$ cat src/rtl/apb_mon_pkg.sv
package apb_mon_pkg;

  localparam int unsigned NUM_RULES = 6;

  // bit position of each rule inside the flag vector
  typedef enum int unsigned {
    RULE_HANDSHAKE = 0,
    RULE_ACC_LEN   = 1,
    RULE_WDATA     = 2,
    RULE_ADDR_HOLD = 3,
    RULE_DIR_HOLD  = 4,
    RULE_RDATA     = 5
  } rule_e;

  typedef logic [NUM_RULES-1:0] rule_vec_t;

  // number of rules broken in one cycle
  function automatic int unsigned rules_hit(rule_vec_t v);
    int unsigned n;
    n = 0;
    for (int i = 0; i < NUM_RULES; i++) begin
      n += {31'd0, v[i]};
    end
    return n;
  endfunction

endpackage

$ cat src/rtl/apb_mon_history.sv
module apb_mon_history #(
  parameter int unsigned ADDR_W = 32,
  parameter int unsigned DATA_W = 32
) (
  input  logic              clk,
  input  logic              rst_n,
  input  logic              sel,
  input  logic              enable,
  input  logic              write,
  input  logic [ADDR_W-1:0] addr,
  input  logic [DATA_W-1:0] wdata,
  input  logic [DATA_W-1:0] rdata,
  output logic              sel_q,
  output logic              en_q,
  output logic [DATA_W-1:0] wdata_q,
  output logic [DATA_W-1:0] rdata_q,
  output logic              sel_rose_q,
  output logic              en_rose_q,
  output logic              hold_armed,
  output logic [ADDR_W-1:0] cap_addr,
  output logic              cap_write
);

  logic sel_rose_now;
  logic en_rose_now;
  logic setup_now;
  logic access_now;

  assign sel_rose_now = sel & ~sel_q;
  assign en_rose_now  = enable & ~en_q;
  assign setup_now    = sel & ~enable;
  assign access_now   = sel & enable;

  // plain previous-cycle copies, sampled even in reset so that the
  // first edge after reset compares against real bus values
  always_ff @(posedge clk) begin
    sel_q   <= sel;
    en_q    <= enable;
    wdata_q <= wdata;
    rdata_q <= rdata;
  end

  // edge memories that arm the next-cycle checks
  always_ff @(posedge clk) begin
    if (!rst_n) begin
      sel_rose_q <= 1'b0;
      en_rose_q  <= 1'b0;
    end else begin
      sel_rose_q <= sel_rose_now;
      en_rose_q  <= en_rose_now;
    end
  end

  // capture of the last access; armed until the next setup cycle
  always_ff @(posedge clk) begin
    if (!rst_n) begin
      hold_armed <= 1'b0;
      cap_addr   <= '0;
      cap_write  <= 1'b0;
    end else if (access_now) begin
      hold_armed <= 1'b1;
      cap_addr   <= addr;
      cap_write  <= write;
    end else if (setup_now) begin
      hold_armed <= 1'b0;
    end
  end

endmodule

$ cat src/rtl/apb_mon_rules.sv
module apb_mon_rules
  import apb_mon_pkg::*;
#(
  parameter int unsigned ADDR_W = 32,
  parameter int unsigned DATA_W = 32
) (
  input  logic              clk,
  input  logic              rst_n,
  input  logic              sel,
  input  logic              enable,
  input  logic              write,
  input  logic [ADDR_W-1:0] addr,
  input  logic [DATA_W-1:0] wdata,
  input  logic [DATA_W-1:0] rdata,
  input  logic              sel_q,
  input  logic              en_q,
  input  logic [DATA_W-1:0] wdata_q,
  input  logic [DATA_W-1:0] rdata_q,
  input  logic              sel_rose_q,
  input  logic              en_rose_q,
  input  logic              hold_armed,
  input  logic [ADDR_W-1:0] cap_addr,
  input  logic              cap_write,
  output rule_vec_t         viol
);

  logic en_rose_now;
  logic was_setup;
  logic is_access;
  logic idle_watch;

  assign en_rose_now = enable & ~en_q;
  assign was_setup   = sel_q & ~en_q;
  assign is_access   = sel & enable;
  assign idle_watch  = hold_armed & ~sel;

  always_comb begin
    viol = '0;
    viol[RULE_HANDSHAKE] = sel_rose_q & ~en_rose_now;
    viol[RULE_ACC_LEN]   = en_rose_q & enable;
    viol[RULE_WDATA]     = was_setup & is_access & (wdata != wdata_q);
    viol[RULE_ADDR_HOLD] = idle_watch & (addr != cap_addr);
    viol[RULE_DIR_HOLD]  = idle_watch & (write != cap_write);
    viol[RULE_RDATA]     = en_rose_now & ~write & (rdata == rdata_q);
  end


  handshake_src_chk: assert property (@(posedge clk) disable iff (!rst_n)
    viol[RULE_HANDSHAKE] |-> $past(sel))
    else $error("handshake flag without a prior select");


  acc_len_src_chk: assert property (@(posedge clk) disable iff (!rst_n)
    viol[RULE_ACC_LEN] |-> ($past(enable) && enable))
    else $error("access length flag without two enable cycles");


  rdata_src_chk: assert property (@(posedge clk) disable iff (!rst_n)
    viol[RULE_RDATA] |-> (!write && rdata == $past(rdata)))
    else $error("read data flag with moving data");

endmodule

$ cat src/rtl/apb_mon_flags.sv
module apb_mon_flags
  import apb_mon_pkg::*;
#(
  parameter int unsigned CNT_W = 16
) (
  input  logic             clk,
  input  logic             rst_n,
  input  logic             clr,
  input  rule_vec_t        viol,
  output rule_vec_t        flags,
  output logic [CNT_W-1:0] count
);

  localparam int unsigned     SUM_W   = CNT_W + 1;
  localparam logic [CNT_W-1:0] CNT_MAX = '1;

  function automatic logic [CNT_W-1:0] sat_add(logic [CNT_W-1:0] cur,
                                               int unsigned inc);
    logic [SUM_W-1:0] inc_w;
    logic [SUM_W-1:0] sum;
    inc_w = SUM_W'(inc);
    sum   = {1'b0, cur} + inc_w;
    return sum[CNT_W] ? CNT_MAX : sum[CNT_W-1:0];
  endfunction

  for (genvar g = 0; g < NUM_RULES; g++) begin : g_flag
    always_ff @(posedge clk) begin
      if (!rst_n)      flags[g] <= 1'b0;
      else if (clr)    flags[g] <= 1'b0;
      else if (viol[g]) flags[g] <= 1'b1;
    end


    sticky_flag_chk: assert property (@(posedge clk) disable iff (!rst_n)
      (flags[g] && !clr) |=> flags[g])
      else $error("flag dropped without clear");
  end

  always_ff @(posedge clk) begin
    if (!rst_n)   count <= '0;
    else if (clr) count <= '0;
    else          count <= sat_add(count, rules_hit(viol));
  end


  clear_zero_chk: assert property (@(posedge clk) disable iff (!rst_n)
    clr |=> (flags == '0 && count == '0))
    else $error("clear left state behind");


  no_wrap_chk: assert property (@(posedge clk) disable iff (!rst_n)
    (count == CNT_MAX && !clr) |=> count == CNT_MAX)
    else $error("counter left saturation");


  monotonic_chk: assert property (@(posedge clk) disable iff (!rst_n)
    !clr |=> count >= $past(count))
    else $error("counter decreased without clear");

endmodule

$ cat src/rtl/apb_rule_monitor.sv
module apb_rule_monitor
  import apb_mon_pkg::*;
#(
  parameter int unsigned ADDR_W = 32,
  parameter int unsigned DATA_W = 32,
  parameter int unsigned CNT_W  = 16
) (
  input  logic                 clk,
  input  logic                 rst_n,
  input  logic                 clr,
  input  logic                 bus_sel,
  input  logic                 bus_enable,
  input  logic                 bus_write,
  input  logic [ADDR_W-1:0]    bus_addr,
  input  logic [DATA_W-1:0]    bus_wdata,
  input  logic [DATA_W-1:0]    bus_rdata,
  output logic [NUM_RULES-1:0] rule_err,
  output logic [CNT_W-1:0]     err_total
);

  logic              sel_q, en_q, sel_rose_q, en_rose_q;
  logic              hold_armed, cap_write;
  logic [DATA_W-1:0] wdata_q, rdata_q;
  logic [ADDR_W-1:0] cap_addr;
  rule_vec_t         viol;
  rule_vec_t         flags;

  apb_mon_history #(.ADDR_W(ADDR_W), .DATA_W(DATA_W)) i_hist (
    .clk(clk), .rst_n(rst_n),
    .sel(bus_sel), .enable(bus_enable), .write(bus_write),
    .addr(bus_addr), .wdata(bus_wdata), .rdata(bus_rdata),
    .sel_q(sel_q), .en_q(en_q), .wdata_q(wdata_q), .rdata_q(rdata_q),
    .sel_rose_q(sel_rose_q), .en_rose_q(en_rose_q),
    .hold_armed(hold_armed), .cap_addr(cap_addr), .cap_write(cap_write)
  );

  apb_mon_rules #(.ADDR_W(ADDR_W), .DATA_W(DATA_W)) i_rules (
    .clk(clk), .rst_n(rst_n),
    .sel(bus_sel), .enable(bus_enable), .write(bus_write),
    .addr(bus_addr), .wdata(bus_wdata), .rdata(bus_rdata),
    .sel_q(sel_q), .en_q(en_q), .wdata_q(wdata_q), .rdata_q(rdata_q),
    .sel_rose_q(sel_rose_q), .en_rose_q(en_rose_q),
    .hold_armed(hold_armed), .cap_addr(cap_addr), .cap_write(cap_write),
    .viol(viol)
  );

  apb_mon_flags #(.CNT_W(CNT_W)) i_flags (
    .clk(clk), .rst_n(rst_n), .clr(clr),
    .viol(viol), .flags(flags), .count(err_total)
  );

  assign rule_err = flags;


  flag_needs_count_chk: assert property (@(posedge clk) disable iff (!rst_n)
    (!clr && rule_err != '0 && $past(rule_err) == '0) |-> err_total != '0)
    else $error("flag raised with zero count");

endmodule

$ cat config.mk
export PLATFORM = sky130hd
export DESIGN_NAME = apb_rule_monitor
export DESIGN_NICKNAME = d
export VERILOG_FILES = /design/src/rtl/apb_mon_pkg.sv /design/src/rtl/apb_mon_history.sv /design/src/rtl/apb_mon_rules.sv /design/src/rtl/apb_mon_flags.sv /design/src/rtl/apb_rule_monitor.sv
export SDC_FILE = /design/constraint.sdc
export NUM_CORES = 1
export LEC_CHECK = 0
export ABC_AREA = 1
export BUFFER_PORTS_ARGS = -buffer_cell sky130_fd_sc_hd__buf_2
export CORE_ASPECT_RATIO = 1.25
export CORE_MARGIN = 2
export CORE_UTILIZATION = 30
export CTS_BUF_LIST = sky130_fd_sc_hd__clkbuf_8
export CTS_CLUSTER_SIZE = 40
export DETAILED_ROUTE_END_ITERATION = 10
export SETUP_SLACK_MARGIN = 0.05
export SLEW_MARGIN = 25
export SYNTH_ARGS = -nofsm -noshare
export SYNTH_HDL_FRONTEND = slang
export SYNTH_SLANG_ARGS = --single-unit
$ cat constraint.sdc
create_clock -name clk -period 4.7 [get_ports clk]
set_input_delay 0.94 -clock clk [delete_from_list [all_inputs] [get_ports clk]]
set_output_delay 0.94 -clock clk [all_outputs]
set_load 0.01 [all_outputs]
======== Word level (Yosys, flattened, before mapping) ========
Index checks and enable logic that the tools add are counted.
operators by class
  bitwise gates (word level) .............. 21
  muxes and demuxes ....................... 3
  $add $sub $neg .......................... 6
  reduce and logical (&&, ||, !) cells .... 2
  equal/unequal tests ..................... 4
operators with widths
  cell               number
  $add 17x1->17      4
  $ne 32x32->1       2
  $eq 32x32->1       1
  $add 16x17->17     1
  $mux 16            1
  $and 1x1->1        14
  $not 1->1          7
  $add 1x1->2        1
  $mux 1             2
  $reduce_bool 2->1  1
  $reduce_or 2->1    1
  $ne 1x1->1         1
storage, ports and cells
  bits in registers ....................... 124
  word-level logic and storage cells ...... 52
  input port bits ......................... 102
  output and inout bits ................... 22

======== Longest topological paths before layout ========
Gate-level depths: netlist (run 1).
  depth in word-level cells ............... 11
  mapped depth ............................ 24

======== By module ========
A second synthesis (run 1) with hierarchy kept.
unflattened totals
  cell total of the unflattened synthesis .. 876
  area total of the unflattened synthesis .. 5765.5 um^2
modules (own cells, without submodules)
  module           area an instance (um^2)  cells an instance  times used  sequential area each (um^2)
  apb_mon_history  2780.2                   286                1           2042.0
  apb_mon_rules    1770.4                   425                1           0.0
  apb_mon_flags    1214.9                   165                1           440.4

======== Worst setup path after synthesis (run 1) ========
OpenSTA, ideal clock, no wires.
  path type ............................... input -> register
  from .................................... in bus_addr[12]
  to ...................................... reg i_flags.count[10]
  path slack .............................. 934 ps
  required time ........................... 4587 ps
  setup time .............................. 113 ps
  stages .................................. 19
  arrival time ............................ 3653 ps
  cell sequence ........................... xnor2_1 nand2_1 nor2_1 nand2_1 nor2_1 nand2_1 nand2_1 fa_1 fa_1 inv_1 ha_1 fa_1 nand3_1 nand2_2 nand3_4 nor2_1 xor2_1 o21ai_1 inv_1
on the way
  longest elaborated chain between the ends .. 7
RTL lines
  what                        line                    text
  start: declaration          apb_rule_monitor.sv:14  input logic [ADDR_W-1:0] bus_addr,
  $ne 32x32->1                apb_mon_rules.sv:42     viol[RULE_ADDR_HOLD] = idle_watch & (addr != cap_addr);
  $and 1x1->1                 apb_mon_rules.sv:42
  $add 17x1->17 (3 in a row)  apb_mon_pkg.sv:22       n += {31'd0, v[i]};
  $add 16x17->17              apb_mon_flags.sv:22     sum = {1'b0, cur} + inc_w;
  $mux 16                     apb_mon_flags.sv:23     return sum[CNT_W] ? CNT_MAX : sum[CNT_W-1:0];
  end signal: assignment      apb_mon_flags.sv:42     else count <= sat_add(count, rules_hit(viol));
  end: declaration            apb_mon_flags.sv:11     output logic [CNT_W-1:0] count
Every way passes these cells.
A chain may end at the register's enable or synchronous reset.

======== Final worst setup path (run 1) ========
  from .................................... in bus_addr[7]
  to ...................................... reg i_flags.count[14]
The elaborated chain is that of the path after synthesis.

==> run summary, run 1 <==
outcome: completed
Mapped Avg Cell Area: 7.47 µm²
synth warn: 0
nets@finish: 980
Setup TNS Final: 0 ps
RSZ-0062 raised after global routing: false
clock slew at reported path FFs: 70 ps
R2R depth: 20
register area: 2480 µm²
Final ANT Viol Nets: 0
area of the multi-input gates: 2550 µm²
final hold slack: 421 ps
total track usage: 0.131
reg2reg start: i_hist.cap_addr[6]$_SDFFE_PN0P_
Num CTS Buffers: 17
R2R setup slack: 1250 ps
top cell type's share of synthesized area: 0.452
crit-path cells: buf_2 -> xnor2_1 -> nand2_1 -> nor2_1 -> nand2_1 -> nor2_1 -> nand2_1 -> nand2_1 -> fa_1 -> fa_1 -> inv_1 -> ha_1 -> fa_1 -> nand3_1 -> nand2_2 -> nand3_4 -> nor2_8 -> nand2_4 -> nand2_1 -> o21ai_1 -> inv_1
Worst Slack Setup Final: 969 ps
max_cap viols: 0
biggest cell delay along the critical path: 490 ps
Slew Limit Fails: 0
post-synthesis sequential area ratio: 0.452
Place WS: 476 ps
core area: 18000 µm²
Slew HR: 0.637
Synth Cell Area: 5490 µm²
cell count after synthesis: 734
HPWL Detailed: 9190 µm
Ports: 124
FF+latch count, synth: 124
most frequent cells after synthesis: 177 x nand2_1, 124 x dfxtp_1, 115 x nor2_1
Synth cell types: 32
clock power share: 0.433
CTS hold repair buffers: 0
Clock Path Buffers: 2
Area Growth Syn to Fin: 24.0%
Hold Startpoint: i_hist.sel_q$_DFF_P_
Post-CTS Setup Inserts: 0
combinational share of power: 0.101
FMAX: 268 MHz
GPL Wtd Cong: 0.846
Starting Density: 0.304
Die H: 155 µm
Worst-Margin Slew: 544 ps
crit path DAT: 4060 ps
fin crit period: 3730 ps
post-route insts no fill: 1110
hold path cells: 1
Tcrit/Tclk final: 0.794
Top FF cell, synth: dfxtp_1
Pwr Density: 356 nW/µm²
slowest stage cell on the critical path: fa_1
htree depth: 4
static leakage: 3.48 nW
part of the power in registers: 0.466
most numerous cell in the Yosys netlist: nand2_1
IR drop worst, VDD: 0.188 mV
global route overflow: 0
worst skew pair latency: 430 ps
final wirelength: 12000 µm
Cell Int Power: 0.00183 W
CTS sink count: 124
ys async rst share: 0
Crit. End Element: register
die width: 125 µm
CP startpoint kind: input port
DRC: 0
CP Max Fanout: 10
Via density: 4.13
Root Buffer Master: clkbuf_8
Req. time, crit path: 5030 ps
CP Class: input port to register
post_cts resized: 0
Initial DRC Count: 133
Vias: 4582
layout cells sized above 1: 0.199
drt pass-1 iters: 4
first-pass GRT wire length: 20300 µm
Synth area leader: dfxtp_1
Core Rows: 55
final setup fails: 0
Hold EP: i_hist.sel_rose_q$_SDFF_PN0_
Die Area: 19400 µm²
DR WL/cell: 10.8 µm
fillers: 1925
Switching Share: 0.243
Clock Skew: 10.2 ps
Post-synth EDFFs: 0
Worst Hold Class: register to register
Psw: 0.000587 W
vias in the first global route: 4397
Port-buffer cells: 123
initial antenna violation count: 1
pin count of the biggest net entering global routing: 44
most frequent CP cell: nand2_1
RR Endpoint: i_flags.count[14]$_SDFF_PP0_
final hold violations: 0
placed cell count: 1076
TritonCTS clock tree: done
Synthesized Nets: 847
top post-synthesis cells by area: dfxtp_1 45%, nand2_1 12%, xnor2_1 8.3%
## worst max-delay path, delay by kind of cell
kind | cells | cell delay, ps
buf+inv | 3 | 200
compound gates | 1 | 110
xor+xnor | 1 | 120
simple gates | 12 | 1170
fa+ha+maj | 4 | 1530
## placed cells by master, fill, tap and decap left out, types with 2 or more instances in the layout
cell type | Yosys | layout
diode_2 | 0 | 2
xnor2_1 | 52 | 52
buf_2 | 3 | 123
nand3_1 | 13 | 13
or2_1 | 2 | 2
clkinv_4 | 0 | 2
clkinv_2 | 0 | 2
a21oi_1 | 22 | 22
or2_2 | 3 | 3
fa_1 | 3 | 3
dfxtp_1 | 124 | 124
o21ai_0 | 42 | 42
xor2_1 | 16 | 16
nor2_1 | 115 | 115
o21ai_1 | 2 | 2
nand4_1 | 2 | 2
nor3_1 | 7 | 7
inv_2 | 5 | 5
bufinv_16 | 0 | 4
clkbuf_8 | 0 | 20
inv_1 | 106 | 108
nor3b_1 | 3 | 3
clkinvlp_4 | 0 | 2
nand2_2 | 6 | 6
nand2_1 | 177 | 177
nand3b_1 | 5 | 5
nand2b_1 | 2 | 2
ha_1 | 8 | 8
## stage by stage
stage | area (µm²) | util | total power, W
floorplan | 5490 | - | 0.00131
global placement | 6350 | 0.352 | 0.00140
detailed placement | 6350 | 0.352 | 0.00140
CTS | 6800 | 0.377 | 0.00247
global route | 6800 | 0.377 | 0.00256
finish | 6800 | 0.377 | 0.00242
## cell type report
| class | count | share of cell area |
|---|---|---|
| inverters | 111 | 0.0612 |
| repair buffers | 124 | 0.0916 |
| diodes | 2 | 0.000736 |
| clock buffers | 20 | 0.0405 |
| well taps | 228 | 0.0419 |
| flip-flops and latches | 124 | 0.365 |
| multi-input cells | 489 | 0.374 |
| clock inverters | 12 | 0.0250 |
## power groups by stage
stage	combinational (W)	sequential (W)	clock [W]
finish	0.000246	0.00113	0.00105
global route	0.000287	0.00113	0.00114
CTS	0.000249	0.00113	0.00109
detailed placement	0.000248	0.00115	0
global placement	0.000245	0.00115	0
floorplan	0.000157	0.00115	0
## worst max-delay path by stage
stage,startpoint,end,slack (ps)
2_1_floorplan,bus_addr[12],i_flags.count[10]$_SDFF_PP0_,930
3_3_place_gp,bus_addr[16],i_flags.count[14]$_SDFF_PP0_,500
3_5_place_dp,bus_addr[7],i_flags.count[14]$_SDFF_PP0_,480
4_1_cts,bus_addr[7],i_flags.count[14]$_SDFF_PP0_,950
5_1_grt,bus_addr[29],i_flags.count[14]$_SDFF_PP0_,690
6_report,bus_addr[7],i_flags.count[14]$_SDFF_PP0_,970
## metal layers
metal / share of wire / vias up / wire length [µm] / track usage
li1: - / 2492 / - / -
met1: 0.45 / 1964 / 5390 / 0.153
met2: 0.47 / 112 / 5600 / 0.224
met3: 0.067 / 14 / 806 / 0.0444
met4: 0.015 / 0 / 182 / 0.0524
met5: 0 / - / 0 / 0
## flip-flops by register name, indices dropped and copies added, names as in the netlist
name	count
i_flags.flags	6
i_flags.count	16
i_hist.sel_q	1
i_hist.cap_addr	32
i_hist.sel_rose_q	1
i_hist.hold_armed	1
i_hist.en_rose_q	1
i_hist.en_q	1
i_hist.cap_write	1
i_hist.wdata_q	32
i_hist.rdata_q	32
## cells by family (layout without fill, tap and decap cells)
| family | count (synthesis) | after routing | synth area share |
|---|---|---|---|
| DFF | 124 | 124 | 0.452 |
| buffers and inverters | 121 | 267 | 0.0835 |
| xor gates and xnor gates | 68 | 68 | 0.109 |
| other | 0 | 2 | 0 |
| adders and majority gates | 11 | 11 | 0.0292 |
| AOI/OAI and AO/OA | 68 | 68 | 0.0629 |
| and+or+nand+nor | 342 | 342 | 0.263 |
Note: power is estimated with default switching activity, not from simulation.
==> run 2: changes to the inputs <==
--- a/config.mk
+++ b/config.mk
@@ -5,7 +5,7 @@
 export SDC_FILE = /design/constraint.sdc
 export NUM_CORES = 1
 export LEC_CHECK = 0
-export ABC_AREA = 1
+export ABC_AREA = 0
 export BUFFER_PORTS_ARGS = -buffer_cell sky130_fd_sc_hd__buf_2
 export CORE_ASPECT_RATIO = 1.25
 export CORE_MARGIN = 2
==> constraint.sdc (replaced) <==
create_clock -name clk -period 3.1 [get_ports clk]
set_input_delay 0.62 -clock clk [delete_from_list [all_inputs] [get_ports clk]]
set_output_delay 0.62 -clock clk [all_outputs]
set_load 0.01 [all_outputs]
==> run summary, run 2 <==
outcome: finished, violations left
failing checks: setup timing
crit-path cells: xor2_1 -> nor4_1 -> buf_4 -> nand4_1 -> o21ai_2 -> fa_1 -> fa_1 -> inv_2 -> ha_4 -> fa_2 -> a21o_1 -> a21o_4 -> nand4_1 -> mux2i_1 -> nor2_1
fin crit period: 3660 ps
Vias: 3729 (-19%)
max_cap viols: 0 (unchanged)
post-route insts no fill: 853 (-23%)
global route overflow: 0 (unchanged)
clock slew at reported path FFs: 80 ps (about the same)
htree depth: 4 (unchanged)
initial antenna violation count: 1 (unchanged)
CTS hold repair buffers: 0 (unchanged)
Synth Cell Area: 4750 µm² (-13%)
R2R depth: 15 (-25%)
# diodes: 0 (-2)
die width: 117 µm (-6.7%)
top cell type's share of synthesized area: 0.523 (+0.0702)
R2R setup slack: -560 ps (-1810 ps)
Top FF cell, synth: dfxtp_1
Worst Hold Class: input port to register
Synthesized Nets: 591 (-30%)
Req. time, crit path: 3420 ps (-1610 ps)
total track usage: 0.134 (+0.00212)
Via density: 4.37 (+5.9%)
Util after Layout: 0.402 (+0.0249)
RSZ-0062 raised after global routing: true
Worst Slack Setup Final: -565 ps (-1530 ps)
Worst-Margin Slew: 465 ps (-79.0 ps)
drt pass-1 iters: 4 (unchanged)
Root Buffer Master: clkbuf_8
final wirelength: 10800 µm (-10%)
worst skew pair latency: 440 ps (about the same)
Synth cell types: 35 (+9.4%)
ys async rst share: 0 (unchanged)
Die H: 145 µm (-6.8%)
vias in the first global route: 3809 (-13%)
Mapped Avg Cell Area: 9.94 µm² (+33%)
static leakage: 2.79 nW (-20%)
Port-buffer cells: 123 (unchanged)
RR Endpoint: i_flags.count[14]$_SDFF_PP0_
most frequent cells after synthesis: 124 x dfxtp_1, 98 x xor2_1, 76 x nand2_1
most numerous cell in the Yosys netlist: dfxtp_1
FMAX: 273 MHz
HPWL Detailed: 7980 µm (-13%)
CP startpoint kind: register
commonest non-fill, non-tap cell in the layout: buf_2
cell count after synthesis: 478 (-35%)
Synth area leader: dfxtp_1
Slew HR: 0.690 (+0.0522)
IR drop worst, VDD: 0.284 mV (+51%)
Num CTS Buffers: 17 (unchanged)
dpl cell area: 5740 µm² (-9.6%)
Core Rows: 51 (-7.3%)
FF+latch count, synth: 124 (unchanged)
final setup fails: 16 (+16)
Hold Startpoint: bus_rdata[12]
synth warn: 0 (unchanged)
hold path cells: 1 (unchanged)
Post-synth EDFFs: 0 (unchanged)
Clock Skew: 9.38 ps (-0.812 ps)
layout cells sized above 1: 0.300 (+0.101)
post-synthesis sequential area ratio: 0.523 (+0.0702)
TritonCTS clock tree: done
pin count of the biggest net entering global routing: 35 (-20%)
Final Cell Area: 6260 µm² (-7.9%)
Slew Limit Fails: 0 (unchanged)
top post-synthesis cells by area: dfxtp_1 52%, xor2_1 18%, nand2_1 6.0%
Hold EP: i_hist.rdata_q[12]$_DFF_P_
largest registers: i_hist.cap_addr x32, i_hist.rdata_q x32, i_hist.wdata_q x32
Die Area: 16900 µm² (-13%)
Clock Path Buffers: 2 (unchanged)
CTS sink count: 124 (unchanged)
Pwr Density: 576 nW/µm² (+62%)
first-pass GRT wire length: 17300 µm (-15%)
Initial DRC Count: 198 (+49%)
Ports: 124 (unchanged)
CP Class: register to register
Crit. End Element: register
final hold violations: 0 (unchanged)
crit path DAT: 3980 ps (-80 ps)
GPL Wtd Cong: 0.793 (-6.2%)
fillers: 1594 (-17%)
Tcrit/Tclk final: 1.18
biggest cell delay along the critical path: 510 ps (+20 ps)
Starting Density: 0.305 (+0.000744)
reg2reg start: i_hist.cap_addr[3]$_SDFFE_PN0P_
nets@finish: 741 (-24%)
DRC: 0 (unchanged)
Final ANT Viol Nets: 0 (unchanged)
Area Growth Syn to Fin: 31.9%
CP Max Fanout: 5 (-5)
placed cell count: 819 (-24%)
DR WL/cell: 12.6 µm (+17%)
core area: 15600 µm² (-14%)
slowest stage cell on the critical path: fa_1
most frequent cells in the layout: 123 x buf_2, 122 x dfxtp_1, 98 x xor2_1
[run 2: cell types whose count changed after synthesis, moves of 7 or more]
cell	change
nand2_1	-101
nor2_1	-101
inv_1	-93
xor2_1	+82
xnor2_1	-46
o21ai_0	-41
a21oi_1	+25
nor4_1	+24
nand4_1	+7
[run 2: worst max path at each step]
stage / from / end / slack, ps / cells past startpoint
finish: i_hist.cap_addr[3]$_SDFFE_PN0P_ / i_flags.count[14]$_SDFF_PP0_ / -560 / 15
global route: i_hist.cap_addr[28]$_SDFFE_PN0P_ / i_flags.count[14]$_SDFF_PP0_ / -720 / 15
CTS: i_hist.cap_addr[3]$_SDFFE_PN0P_ / i_flags.count[14]$_SDFF_PP0_ / -560 / 15
detailed placement: bus_addr[27] / i_flags.count[14]$_SDFF_PP0_ / -1050 / 15
global placement: bus_addr[27] / i_flags.count[15]$_SDFF_PP0_ / -1030 / 15
floorplan: bus_addr[20] / i_flags.count[14]$_SDFF_PP0_ / -540 / 14
[run 2: worst max-delay path: cells and delay by family (launching register included)]
kind                       cells  cell delay (ps)
xor gates and xnor gates       1              150
and+or+nand+nor                4              580
DFF                            1              320
buffers and inverters          2              220
adders and majority gates      4             1470
muxes                          1              190
AOI/OAI and AO/OA              3              610
[run 2: what timing repair did]
action	CTS	global route
endpoints found under the setup margin	16	16
hold endpoints to repair	0	0
resized for setup	6	5
setup buffers	1	1
pin swaps	3	0
[run 2: power by group]
group	internal (W)	total, W	leakage (nW)	switching, W
logic	0.000141	0.000287	1.53	0.000147
registers	0.00166	0.00170	1.03	0.0000331
clock network	0.000967	0.00162	0.228	0.000656
[run 2: logic make-up after synthesis]
kind of cell             count (synthesis)  synth area share
buffers and inverters                   27            0.0221
XOR/XNOR                               104             0.192
multiplexers                             2           0.00422
adder cells (fa/ha/maj)                 11            0.0337
AO/OA/AOI/OAI                           58            0.0656
flip-flops                             124             0.523
AND/OR/NAND/NOR                        152             0.160
[run 2: cell type report]
cell class,count,area (µm²),area share
Tap cell,212,265,0.0423
Clock inverter,14,203,0.0324
Sequential cell,124,2480,0.397
Clock buffer,18,248,0.0396
Inverter,14,52.6,0.00839
Timing Repair Buffer,144,773,0.123
Multi-Input combinational cell,327,2240,0.357
[run 2: per-layer routing]
layer | wire length [µm] | track usage | share of wire | up-vias
met5 | 7 | 0 | 0.00065 | -
met4 | 255 | 0.0650 | 0.024 | 2
met3 | 671 | 0.0541 | 0.062 | 21
met2 | 5290 | 0.219 | 0.49 | 93
met1 | 4550 | 0.150 | 0.42 | 1714
li1 | - | - | - | 1899
[run 2: metrics by stage]
step	hold slack (ps)	power, W	setup slack (ps)	setup TNS [ps]
6_report	300	0.00361	-565	-7520
5_1_grt	252	0.00378	-719	-9770
4_1_cts	260	0.00367	-559	-7420
3_5_place_dp	437	0.00202	-1050	-15250
3_3_place_gp	437	0.00200	-1030	-15220
2_1_floorplan	448	0.00187	-543	-7070
==> run 3: changes to the inputs <==
--- a/config.mk
+++ b/config.mk
@@ -17,4 +17,5 @@
 export SLEW_MARGIN = 25
 export SYNTH_ARGS = -nofsm -noshare
 export SYNTH_HDL_FRONTEND = slang
+export SYNTH_HIERARCHICAL = 1
 export SYNTH_SLANG_ARGS = --single-unit
==> run summary, run 3 <==
static leakage: 2.67 nW (-4.2%)
Num CTS Buffers: 17 (unchanged)
Clock Skew: 8.56 ps (-0.825 ps)
crit path DAT: 4060 ps (+80 ps)
Worst Slack Setup Final: -600 ps (-35.3 ps)
FF+latch count, synth: 124 (unchanged)
Setup TNS Final: -9080 ps (-1570 ps)
Mapped Avg Cell Area: 10.5 µm² (+5.8%)
Worst-Margin Slew: 644 ps (+179 ps)
core area: 16300 µm² (+4.5%)
total track usage: 0.139 (+0.00558)
Core Rows: 52 (+2.0%)
outcome: finished, violations left
Switching Share: 0.233 (+0.00143)
top post-synthesis cells by area: dfxtp_1 49%, xnor2_1 13%, nand4_1 6.6%
TritonCTS clock tree: done
IR drop worst, VDD: 0.223 mV (-22%)
initial antenna violation count: 0 (-1)
Post-synth EDFFs: 0 (unchanged)
CP Max Fanout: 12 (+7)
post-route insts no fill: 850 (-0.35%)
max_cap viols: 0 (unchanged)
commonest non-fill, non-tap cell in the layout: buf_2
Top FF cell, synth: dfxtp_1
post-synthesis sequential area ratio: 0.494 (-0.0285)
Tcrit/Tclk final: 1.19 (+0.0114)
Synth Cell Area: 5020 µm² (+5.8%)
Starting Density: 0.309 (+0.00380)
Place WS: -1100 ps (-51.9 ps)
ys async rst share: 0 (unchanged)
Die H: 149 µm (+2.8%)
most numerous cell in the Yosys netlist: dfxtp_1
fillers: 1631 (+2.3%)
Ports: 124 (unchanged)
Initial DRC Count: 179 (-9.6%)
CP Class: input port to register
drt pass-1 iters: 6 (+2)
CTS hold repair buffers: 0 (unchanged)
Final ANT Viol Nets: 0 (unchanged)
pin count of the biggest net entering global routing: 70 (+100%)
Util after Layout: 0.405 (+0.00295)
Port-buffer cells: 123 (unchanged)
CTS sink count: 124 (unchanged)
# diodes: 0 (unchanged)
Synth area leader: dfxtp_1
most frequent cells in the layout: 123 x buf_2, 112 x dfxtp_1, 57 x xnor2_1
HPWL Detailed: 8720 µm (+9.3%)
Die Area: 17800 µm² (+5.6%)
fin crit period: 3700 ps (+35.3 ps)
Worst Hold Class: input port to register
global route overflow: 0 (unchanged)
first-pass GRT wire length: 19500 µm (+13%)
die width: 120 µm (+2.7%)
largest registers: i_hist/cap_addr x32, i_hist/rdata_q x32, i_hist/wdata_q x32
cell count after synthesis: 478 (unchanged)
most frequent cells after synthesis: 124 x dfxtp_1, 74 x xnor2_1, 53 x nand4_1
synth warn: 6 (+6)
placed cell count: 816 (-0.37%)
Cell Int Power: 0.00268 W (-3.3%)
CP startpoint kind: input port
htree depth: 4 (unchanged)
part of the power in registers: 0.488 (+0.018)
DRC: 0 (unchanged)
clock power share: 0.414 (-0.036)
failing checks: setup timing
GPL Wtd Cong: 0.818 (+3.1%)
combinational share of power: 0.098 (+0.018)
FMAX: 270 MHz (-0.96%)
layout cells sized above 1: 0.423 (+0.123)
Via density: 4.57 (+4.6%)
Slew HR: 0.571 (-0.119)
DR WL/cell: 13.8 µm (+9.6%)
vias in the first global route: 4067 (+6.8%)
Slew Limit Fails: 0 (unchanged)
nets@finish: 731 (-1.3%)
Vias: 3885 (+4.2%)
Synthesized Nets: 587 (-0.68%)
clock slew at reported path FFs: 70 ps (about the same)
final wirelength: 11800 µm (+9.2%)
Crit. End Element: register
Req. time, crit path: 3460 ps (+40 ps)
Root Buffer Master: clkbuf_8
final hold violations: 0 (unchanged)
Clock Path Buffers: 2 (unchanged)
RSZ-0062 raised after global routing: true
top cell type's share of synthesized area: 0.494 (-0.0285)
Area Growth Syn to Fin: 31.2%
final setup fails: 16 (unchanged)
worst skew pair latency: 430 ps (about the same)
Synth cell types: 46 (+31%)
Pwr Density: 530 nW/µm² (-8.0%)
Psw: 0.000814 W (-2.6%)
## run 3: changes by cell type after synthesis, moves of 4 or more
cell / before / now
a21oi_1: 47 / 7
a21oi_2: 0 / 9
buf_2: 0 / 4
buf_6: 0 / 6
ha_1: 8 / 3
inv_1: 13 / 9
nand2_1: 76 / 42
nand4_1: 9 / 53
nor3_1: 7 / 2
nor4_1: 24 / 11
o21ai_2: 0 / 30
xnor2_1: 6 / 74
xor2_1: 98 / 31
## run 3: cells by family (layout without fill, tap and decap cells)
group,count (synthesis),count (layout),synth area share
flops,124,124,0.494
fa+ha+maj,7,7,0.0234
xor+xnor,105,105,0.183
compound gates,63,63,0.101
mux,1,1,0.00199
simple gates,145,145,0.157
buf+inv,33,189,0.0386
## run 3: per-layer routing
metal	vias up	GRT usage	share of wire	wire length [µm]
li1	1953	-	-	-
met1	1816	0.157	0.41	4800
met2	97	0.241	0.52	6070
met3	19	0.0426	0.047	551
met4	0	0.0629	0.028	330
met5	-	0	0	0
## run 3: what timing repair did
item,4_1_cts,5_1_grt
resized for setup,17,17
pin swaps,18,15
gates cloned,0,0
setup buffers,1,2
endpoints found under the setup margin,16,16
## run 3: through the flow
stage          hold slack (ps)  area [µm²]  power [W]
2_1_floorplan              441        5110    0.00194
3_3_place_gp               449        6020    0.00206
3_5_place_dp               454        6020    0.00207
4_1_cts                    264        6500    0.00355
5_1_grt                    266        6590    0.00367
6_report                   306        6590    0.00349
## run 3: path summary, 6_finish.rpt
| kind | end | start | slack, ps | depth (start not counted) |
|---|---|---|---|---|
| worst max-delay path | i_flags/count[11]$_SDFF_PP0_ | bus_addr[29] | -600 | 16 |
| worst min register to register | i_hist/cap_addr[0]$_SDFFE_PN0P_ | i_hist/cap_addr[0]$_SDFFE_PN0P_ | 460 | 2 |
| worst max register to register | i_flags/count[11]$_SDFF_PP0_ | i_hist/cap_addr[28]$_SDFFE_PN0P_ | -600 | 15 |
| worst min-delay path | i_hist/wdata_q[24]$_DFF_P_ | bus_wdata[24] | 310 | 1 |
## run 3: layout make-up
| class | instances | area, µm² | area share |
|---|---|---|---|
| flip-flops and latches | 124 | 2500 | 0.379 |
| clock buffers | 20 | 275 | 0.0418 |
| inverters | 9 | 33.8 | 0.00513 |
| repair buffers | 149 | 831 | 0.126 |
| clock inverters | 11 | 128 | 0.0194 |
| multi-input cells | 321 | 2560 | 0.388 |
| well taps | 216 | 270 | 0.0410 |
## run 3: critical path, cell delays in order
cell and delay [ps]:
buf_2 120, xnor2_2 160, nand4_1 200, nor4_4 340, a21oi_2 130, fa_1 500
inv_1 50, fa_1 450, fa_2 370, inv_2 70, fa_2 210, a21o_4 130
nand4_1 110, or2_4 300, buf_12 150, a31oi_1 150
## run 3: power by group through the flow
stage	Clock [W]	Combinational (W)	Sequential (W)
5_1_grt	0.00158	0.000381	0.00171
2_1_floorplan	0	0.000203	0.00173
4_1_cts	0.00150	0.000344	0.00170
6_report	0.00145	0.000344	0.00170
3_5_place_dp	0	0.000336	0.00174
3_3_place_gp	0	0.000323	0.00173
